===== config.mk =====
export PLATFORM = sky130hd
export DESIGN_NAME = irq_trigger_detect
export DESIGN_NICKNAME = d
export VERILOG_FILES = /design/src/rtl/irq_trig_pkg.sv /design/src/rtl/irq_sync_vec.sv /design/src/rtl/irq_trig_cell.sv /design/src/rtl/irq_trigger_detect.sv
export SDC_FILE = /design/constraint.sdc
export NUM_CORES = 1
export LEC_CHECK = 0
export ABC_AREA = 1
export BUFFER_PORTS_ARGS = -buffer_cell sky130_fd_sc_hd__buf_2
export CORE_ASPECT_RATIO = 1.4
export CORE_MARGIN = 3
export CORE_UTILIZATION = 47
export DETAILED_ROUTE_END_ITERATION = 7
export PLACE_DENSITY = 0.83
export SETUP_SLACK_MARGIN = 0.1
export SYNTH_ARGS = -nofsm -noshare
export SYNTH_HDL_FRONTEND = slang
export SYNTH_SLANG_ARGS = --single-unit

===== constraint.sdc =====
create_clock -name clk_i -period 0.9 [get_ports clk_i]
set_input_delay 0.045 -clock clk_i [delete_from_list [all_inputs] [get_ports clk_i]]
set_output_delay 0.045 -clock clk_i [all_outputs]
set_load 0.05 [all_outputs]

===== src/rtl/irq_trig_pkg.sv =====
package irq_trig_pkg;

   typedef enum logic [2:0] {
      TM_LVL_HI   = 3'd0,
      TM_LVL_LO   = 3'd1,
      TM_EDGE_ANY = 3'd2,
      TM_EDGE_UP  = 3'd3,
      TM_EDGE_DN  = 3'd4
   } trig_mode_e;

   // The any-edge bit outranks the polarity bit in edge mode.
   function automatic trig_mode_e decode_mode(input logic lvl, input logic pol,
                                              input logic any);
      trig_mode_e m;
      if (lvl)       m = pol ? TM_LVL_HI : TM_LVL_LO;
      else if (any)  m = TM_EDGE_ANY;
      else           m = pol ? TM_EDGE_UP : TM_EDGE_DN;
      return m;
   endfunction

   function automatic logic is_level(input trig_mode_e m);
      return (m == TM_LVL_HI) || (m == TM_LVL_LO);
   endfunction

   function automatic logic edge_hit(input trig_mode_e m, input logic prev,
                                     input logic cur);
      logic h;
      case (m)
         TM_EDGE_ANY: h = prev ^ cur;
         TM_EDGE_UP:  h = ~prev & cur;
         TM_EDGE_DN:  h = prev & ~cur;
         default:     h = 1'b0;
      endcase
      return h;
   endfunction

endpackage


===== src/rtl/irq_sync_vec.sv =====
module irq_sync_vec #(
   parameter int WIDTH  = 51,
   parameter int STAGES = 2
) (
   input  logic             clk_i,
   input  logic             rst_ni,
   input  logic [WIDTH-1:0] async_i,
   output logic [WIDTH-1:0] sync_o
);

   logic [WIDTH-1:0] stg_q [STAGES];

   generate
      for (genvar s = 0; s < STAGES; s++) begin : g_stage
         if (s == 0) begin : g_first
            always_ff @(posedge clk_i or negedge rst_ni) begin
               if (!rst_ni) stg_q[s] <= '0;
               else         stg_q[s] <= async_i;
            end
         end else begin : g_next
            always_ff @(posedge clk_i or negedge rst_ni) begin
               if (!rst_ni) stg_q[s] <= '0;
               else         stg_q[s] <= stg_q[s-1];
            end
         end
      end
   endgenerate

   assign sync_o = stg_q[STAGES-1];

endmodule


===== src/rtl/irq_trig_cell.sv =====
module irq_trig_cell
   import irq_trig_pkg::*;
(
   input  logic clk_i,
   input  logic rst_ni,
   input  logic cur_i,
   input  logic lvl_i,
   input  logic pol_i,
   input  logic any_i,
   input  logic clr_i,
   output logic pend_o,
   output logic hist_o
);

   trig_mode_e mode;
   logic       hist_q;
   logic       pend_q;
   logic       hit;
   logic       lvl_act;
   logic       pend_d;

   always_comb begin
      mode    = decode_mode(lvl_i, pol_i, any_i);
      hit     = edge_hit(mode, hist_q, cur_i);
      lvl_act = (mode == TM_LVL_HI) ? cur_i : ~cur_i;
      if (is_level(mode)) pend_d = lvl_act;
      else                pend_d = (pend_q & ~clr_i) | hit;
   end

   always_ff @(posedge clk_i or negedge rst_ni) begin
      if (!rst_ni) begin
         hist_q <= 1'b0;
         pend_q <= 1'b0;
      end else begin
         hist_q <= cur_i;
         pend_q <= pend_d;
      end
   end

   assign pend_o = pend_q;
   assign hist_o = hist_q;

endmodule


===== src/rtl/irq_trigger_detect.sv =====
module irq_trigger_detect #(
   parameter int NUM_SRC     = 51,
   parameter int SYNC_STAGES = 2
) (
   input  logic               clk_i,
   input  logic               rst_ni,
   input  logic [NUM_SRC-1:0] req_i,
   input  logic [NUM_SRC-1:0] level_mode_i,
   input  logic [NUM_SRC-1:0] polarity_i,
   input  logic [NUM_SRC-1:0] any_edge_i,
   input  logic [NUM_SRC-1:0] clr_i,
   output logic [NUM_SRC-1:0] pend_o,
   output logic [NUM_SRC-1:0] hist_o
);

   generate
      if (NUM_SRC < 1) begin : g_bad_width
         $error("irq_trigger_detect: NUM_SRC must be at least 1");
      end
      if (SYNC_STAGES < 2) begin : g_bad_sync
         $error("irq_trigger_detect: SYNC_STAGES must be at least 2");
      end
   endgenerate

   logic [NUM_SRC-1:0] sync_lvl;

   irq_sync_vec #(
      .WIDTH  (NUM_SRC),
      .STAGES (SYNC_STAGES)
   ) u_sync (
      .clk_i   (clk_i),
      .rst_ni  (rst_ni),
      .async_i (req_i),
      .sync_o  (sync_lvl)
   );

   generate
      for (genvar i = 0; i < NUM_SRC; i++) begin : g_src
         irq_trig_cell u_cell (
            .clk_i  (clk_i),
            .rst_ni (rst_ni),
            .cur_i  (sync_lvl[i]),
            .lvl_i  (level_mode_i[i]),
            .pol_i  (polarity_i[i]),
            .any_i  (any_edge_i[i]),
            .clr_i  (clr_i[i]),
            .pend_o (pend_o[i]),
            .hist_o (hist_o[i])
         );
      end
   endgenerate

endmodule


After elaboration in Yosys (flattened, before gate mapping)

Cells that the tools add are included.

Register bits: 204
Word-level logic and storage cells: 1175
Bits of input ports: 257

Reductions and logical operators: 102
Bitwise operators: 408
Mux-type cells: 357
Eq/ne operators: 204

Operators with widths:

| cell               | count |
|---|---|
| $mux 3             | 153 |
| $eq 3x2->1 const B | 102 |
| $and 1x1->1        | 153 |
| $eq 3x1->1 const B | 51 |
| $eq 3x3->1 const B | 51 |
| $logic_not 3->1    | 51 |
| $mux 1             | 153 |
| $not 1->1          | 153 |
| $pmux 1 s3         | 51 |
| $logic_or 1x1->1   | 51 |
| $or 1x1->1         | 51 |
| $xor 1x1->1        | 51 |

Longest topological paths before layout

Depth in word-level cells: 7
Mapped depth: 6

Modules after synthesis

A second synthesis with hierarchy kept.

Cells, all modules: 1326
Area total of the unflattened synthesis: 11167.0 sq um

Modules (own cells, without submodules):

| module        | sequential area each (sq um) | cells an instance | times used | area an instance (sq um) |
|---|---|---|---|---|
| irq_trig_cell | 50.0                         | 23                | 51         | 161.4 |
| irq_sync_vec  | 2552.4                       | 153               | 1          | 2935.3 |

Least setup slack after synthesis

Ideal clock, no wire load.

Kind: reg-to-reg
Start point: register u_sync.stg_q (netlist bit u_sync.sync_o[27])
End point: register g_src[27].u_cell.pend_q
Setup time: 0.122 ns
Clock period less this slack: 0.972 ns
Arrival time: 0.850 ns
Setup slack: -0.072 ns
Cell stages (with the launch flop): 5
Cell sequence: dfrtp_1 -> ha_1 -> nor2_1 -> nor2_1 -> a21oi_2

Cells in the longest elaborated chain, start to end: 5
Elaborated cells on any way between the ends: 8
Classes of those cells: 3 x mux; 5 x bitwise

RTL lines:

| element                          | line                                    | RTL |
|---|---|---|
| start: declaration               | irq_sync_vec.sv:11                      | `logic [WIDTH-1:0] stg_q [STAGES];` |
| start signal: indexed assignment | irq_sync_vec.sv:23                      | `else stg_q[s] <= stg_q[s-1];` |
| $not 1->1                        | irq_trig_pkg.sv:31, irq_trig_cell.sv:25 |  |
| $and 1x1->1                      | irq_trig_pkg.sv:31                      | `TM_EDGE_DN: h = prev & ~cur;` |
| $pmux 1 s3                       | irq_trig_pkg.sv:28                      | `case (m)` |
| $or 1x1->1                       | irq_trig_cell.sv:27                     | `else pend_d = (pend_q & ~clr_i) \| hit;` |
| $mux 1 *                         | irq_trig_cell.sv:26                     | `if (is_level(mode)) pend_d = lvl_act;` |
| via g_src[27].u_cell.pend_d      | irq_trig_cell.sv:20                     | `logic pend_d;` |
| end signal: assignment           | irq_trig_cell.sv:36                     | `pend_q <= pend_d;` |
| end: declaration                 | irq_trig_cell.sv:17                     | `logic pend_q;` |

The timed path passes the listed nets; every way through them passes the cells marked *.

Worst setup path in the final report

Start point: register g_src[17].u_cell.hist_q
End point: register g_src[17].u_cell.pend_q

Cells in the longest elaborated chain, start to end: 5
Elaborated cells on any way between the ends: 7
Classes of those cells: 2 x mux; 5 x bitwise

RTL lines:

| element                     | line                | RTL |
|---|---|---|
| start: declaration          | irq_trig_cell.sv:16 | `logic hist_q;` |
| start signal: assignment    | irq_trig_cell.sv:35 | `hist_q <= cur_i;` |
| $not 1->1                   | irq_trig_pkg.sv:30  | `TM_EDGE_UP: h = ~prev & cur;` |
| $and 1x1->1                 | irq_trig_pkg.sv:30  |  |
| $pmux 1 s3 *                | irq_trig_pkg.sv:28  |  |
| $or 1x1->1 *                | irq_trig_cell.sv:27 |  |
| $mux 1 *                    | irq_trig_cell.sv:26 |  |
| via g_src[17].u_cell.pend_d | irq_trig_cell.sv:20 |  |
| end signal: assignment      | irq_trig_cell.sv:36 |  |
| end: declaration            | irq_trig_cell.sv:17 |  |

Marked as above.

==> impl_metrics.yaml <==
yosys:
  syn_inst: 1377
  syn_area_sq_um: 11500
  synthesis.nets: 1736
  ys_warn_count: 0
  yosysUniqueCellTypes: 11
  ys_ff_latch: 204
  ys_seq_area_share_pct: 44.2
  synth_area_per_cell_sq_um: 8.39
route:
  top_layer: "met5"
  vias: 12900
  ant_nets: 0
  first_pass_iters: 8
  finalWirelength_um: 54900
  drt_iter0_markers: 882
  wl_met1_um: 16000
  wl_met2_um: 27100
  vias_per_cell: 5.35
  wl_met3_um: 4960
  drcViolationCount: 0
  wl_per_cell_um: 22.7
worst_setup_path:
  crit_path_top_delay_cell: "dfrtp_1"
  crit_top_cell: "nor2_4"
  cp.required_ns: 1.30
  regToRegSetupSlack_ns: -0.41
  cp_cell_sequence: "buf_6 > inv_4 > ha_4 > nor2_4 > nor2_4 > a21oi_2"
  regToRegStartpoint: "g_src[17].u_cell.hist_o"
  crit_path_start: "g_src[17].u_cell.hist_o"
  crit_type: "register to register"
  endpoint_kind: "register"
  cp-start-kind: "register"
  cp_slowest_stage_delay_ns: 0.42
  cp_max_fo: 2
  critPathArrivalTime_ns: 1.71
power:
  p_clk_share_pct: 33.1
  seqPwrFrac_pct: 36.7
  power_leakage_nw: 10.3
  switchingPower_w: 0.00951
  switching_share_pct: 33.4
  internal_power_w: 0.0190
  p_comb_share_pct: 30.2
  p_per_area_nw_per_um2: 1430
  irDropWorstVdd_uv: 1950
global_routing:
  grt_overflow_total: 0
  grt_pass1_wl_um: 71900
  grt_pass1_vias: 13900
  antenna_found_initial: 17
  grt_max_degree: 41
  grtUsageTotal_pct: 34.7
placement:
  gp_congestion: 0.874
  portBuffers: 358
  hpwl_um: 20600
  place_inst: 2028
sta:
  rsz0062_at_grt: "yes"
  setup_ws_ns: -0.415
  fin_skew_ns: 0.0283
  slew_headroom_pct: 73.2
  finalMaxSlewViolations: 0
  fin_setup_tns_ns: -41.27
  hold_viol: 0
  setup_violations: 153
  period_share_pct: 146
  worst_slew_pin_slew_ns: 0.402
  timing.final.crit_period_ns: 1.31
  fmax_mhz: 761
flow_run:
  maxCapViolCount: 0
clock_tree:
  cts_sinks: 204
  cts_tree: "built"
  h-tree-depth: 1
  numCtsBuffers: 21
  clock_latency_ns: 0.52
  clk_pin_slew_worst_paths_ns: 0.07
  cts_buffer_depth: 3
  cts_root_buffer: "clkbuf_16"
final_layout:
  drive_gt1_share_pct: 50.5
  layout_common_cells: "inv_1 (269), dlygate4sd3_1 (256), buf_2 (255)"
  nets: 2435
  final_cells: 2415
  area_growth_pct: 72.4
  final_common_cell: "inv_1"
  nFillCells: 1019
run_status:
  violations: "setup timing"
  status: "complete, but fails checks"
die:
  start_util_pct: 48.0
  die_w_um: 138
  die_y_um: 191
  ioPinCount: 359
  die_area_sq_um: 26500
  num_rows: 67
  core-area_sq_um: 24100
worst_hold_path:
  hp-class: "primary input to async pin"
[cells in the mapped netlist]
cell	instances	area [sq um]
a21oi_1	51	255
dfrtp_1	204	5100
ha_1	102	1280
buf_4	102	766
nand2_2	51	319
nand2_1	255	957
a21oi_2	51	447
nor2_1	102	383
inv_2	51	191
nand3_2	51	510
inv_1	357	1340
[cell families (layout without fill, tap and decap cells)]
logic type / Yosys count / in the layout / share of synthesized area [%]
fa+ha+maj: 102 / 102 / 11.0
simple gates: 459 / 459 / 18.8
compound gates: 102 / 102 / 6.08
buf+inv: 510 / 1224 / 19.9
flops: 204 / 204 / 44.2
other cells: 0 / 14 / 0
[worst paths after layout]
| kind | to | cells after the start |
|---|---|---|
| min in group clk_i | u_sync.stg_q[52] | 2 |
| setup reg to reg | g_src[17].u_cell.pend_o | 6 |
| setup / recovery | g_src[17].u_cell.pend_o | 6 |
| hold / removal | u_sync.stg_q[72] | 2 |
| hold reg to reg | u_sync.sync_o[46] | 0 |
| max in group asynchronous | u_sync.sync_o[48] | 3 |
[power groups by stage]
stage	registers, W	clock network, W	logic, W
floorplan	0.0102	0	0.00365
global placement	0.0103	0	0.00484
detailed placement	0.0103	0	0.00499
CTS	0.0103	0.00931	0.00685
global route	0.0105	0.00982	0.00905
finish	0.0105	0.00942	0.00861
[metrics by stage]
| stage | total power [W] | utilization, % | hold WS, ns | area [sq um] | worst slack [ns] |
|---|---|---|---|---|---|
| floorplan | 0.0139 | - | -0.251 | 11500 | -0.0545 |
| global placement | 0.0151 | 56.9 | -0.0222 | 13700 | -0.120 |
| detailed placement | 0.0153 | 56.9 | -0.0239 | 13700 | -0.186 |
| CTS | 0.0264 | 77.0 | 0.0251 | 18500 | -0.345 |
| global route | 0.0294 | 82.7 | 0.0338 | 19900 | -0.629 |
| finish | 0.0285 | 82.8 | 0.0125 | 19900 | -0.415 |
[worst max-delay path: cells and delay by family (launching register included)]
kind                     cells  cell delay, ns
AO/OA/AOI/OAI                1            0.10
adder cells (fa/ha/maj)      1            0.28
buffers and inverters        2            0.18
flip-flops                   1            0.42
AND/OR/NAND/NOR              2            0.21
[routing by layer]
metal	track usage (%)	vias up
met2	61.0	1092
met3	12.3	554
li1	-	5287
met4	31.6	4
met1	30.8	5987
met5	0	-
[final cells by class]
| cell class | count | area (sq um) | share of cell area, % |
|---|---|---|---|
| inverters | 408 | 1600 | 8.04 |
| clock inverters | 10 | 111 | 0.559 |
| repair buffers | 778 | 6690 | 33.6 |
| flip-flops and latches | 204 | 5150 | 25.8 |
| diodes | 14 | 35.0 | 0.176 |
| multi-input cells | 663 | 5330 | 26.8 |
| well taps | 310 | 388 | 1.95 |
| clock buffers | 28 | 612 | 3.07 |
[registers in the layout, indices dropped and copies added (netlist names)]
| register | count |
|---|---|
| u_sync.stg_q | 51 |
| g_src.u_cell.pend_o | 51 |
| g_src.u_cell.hist_o | 51 |
| u_sync.sync_o | 51 |
[timing repair]
item | CTS | global route
hold endpoints to repair | 306 | 0
pin swaps | 86 | 162
gates resized for setup | 343 | 333
setup endpoints to repair | 153 | 153
hold buffers | 256 | 0
setup buffers | 50 | 30
No activity file was read; power rests on OpenSTA's default activity.
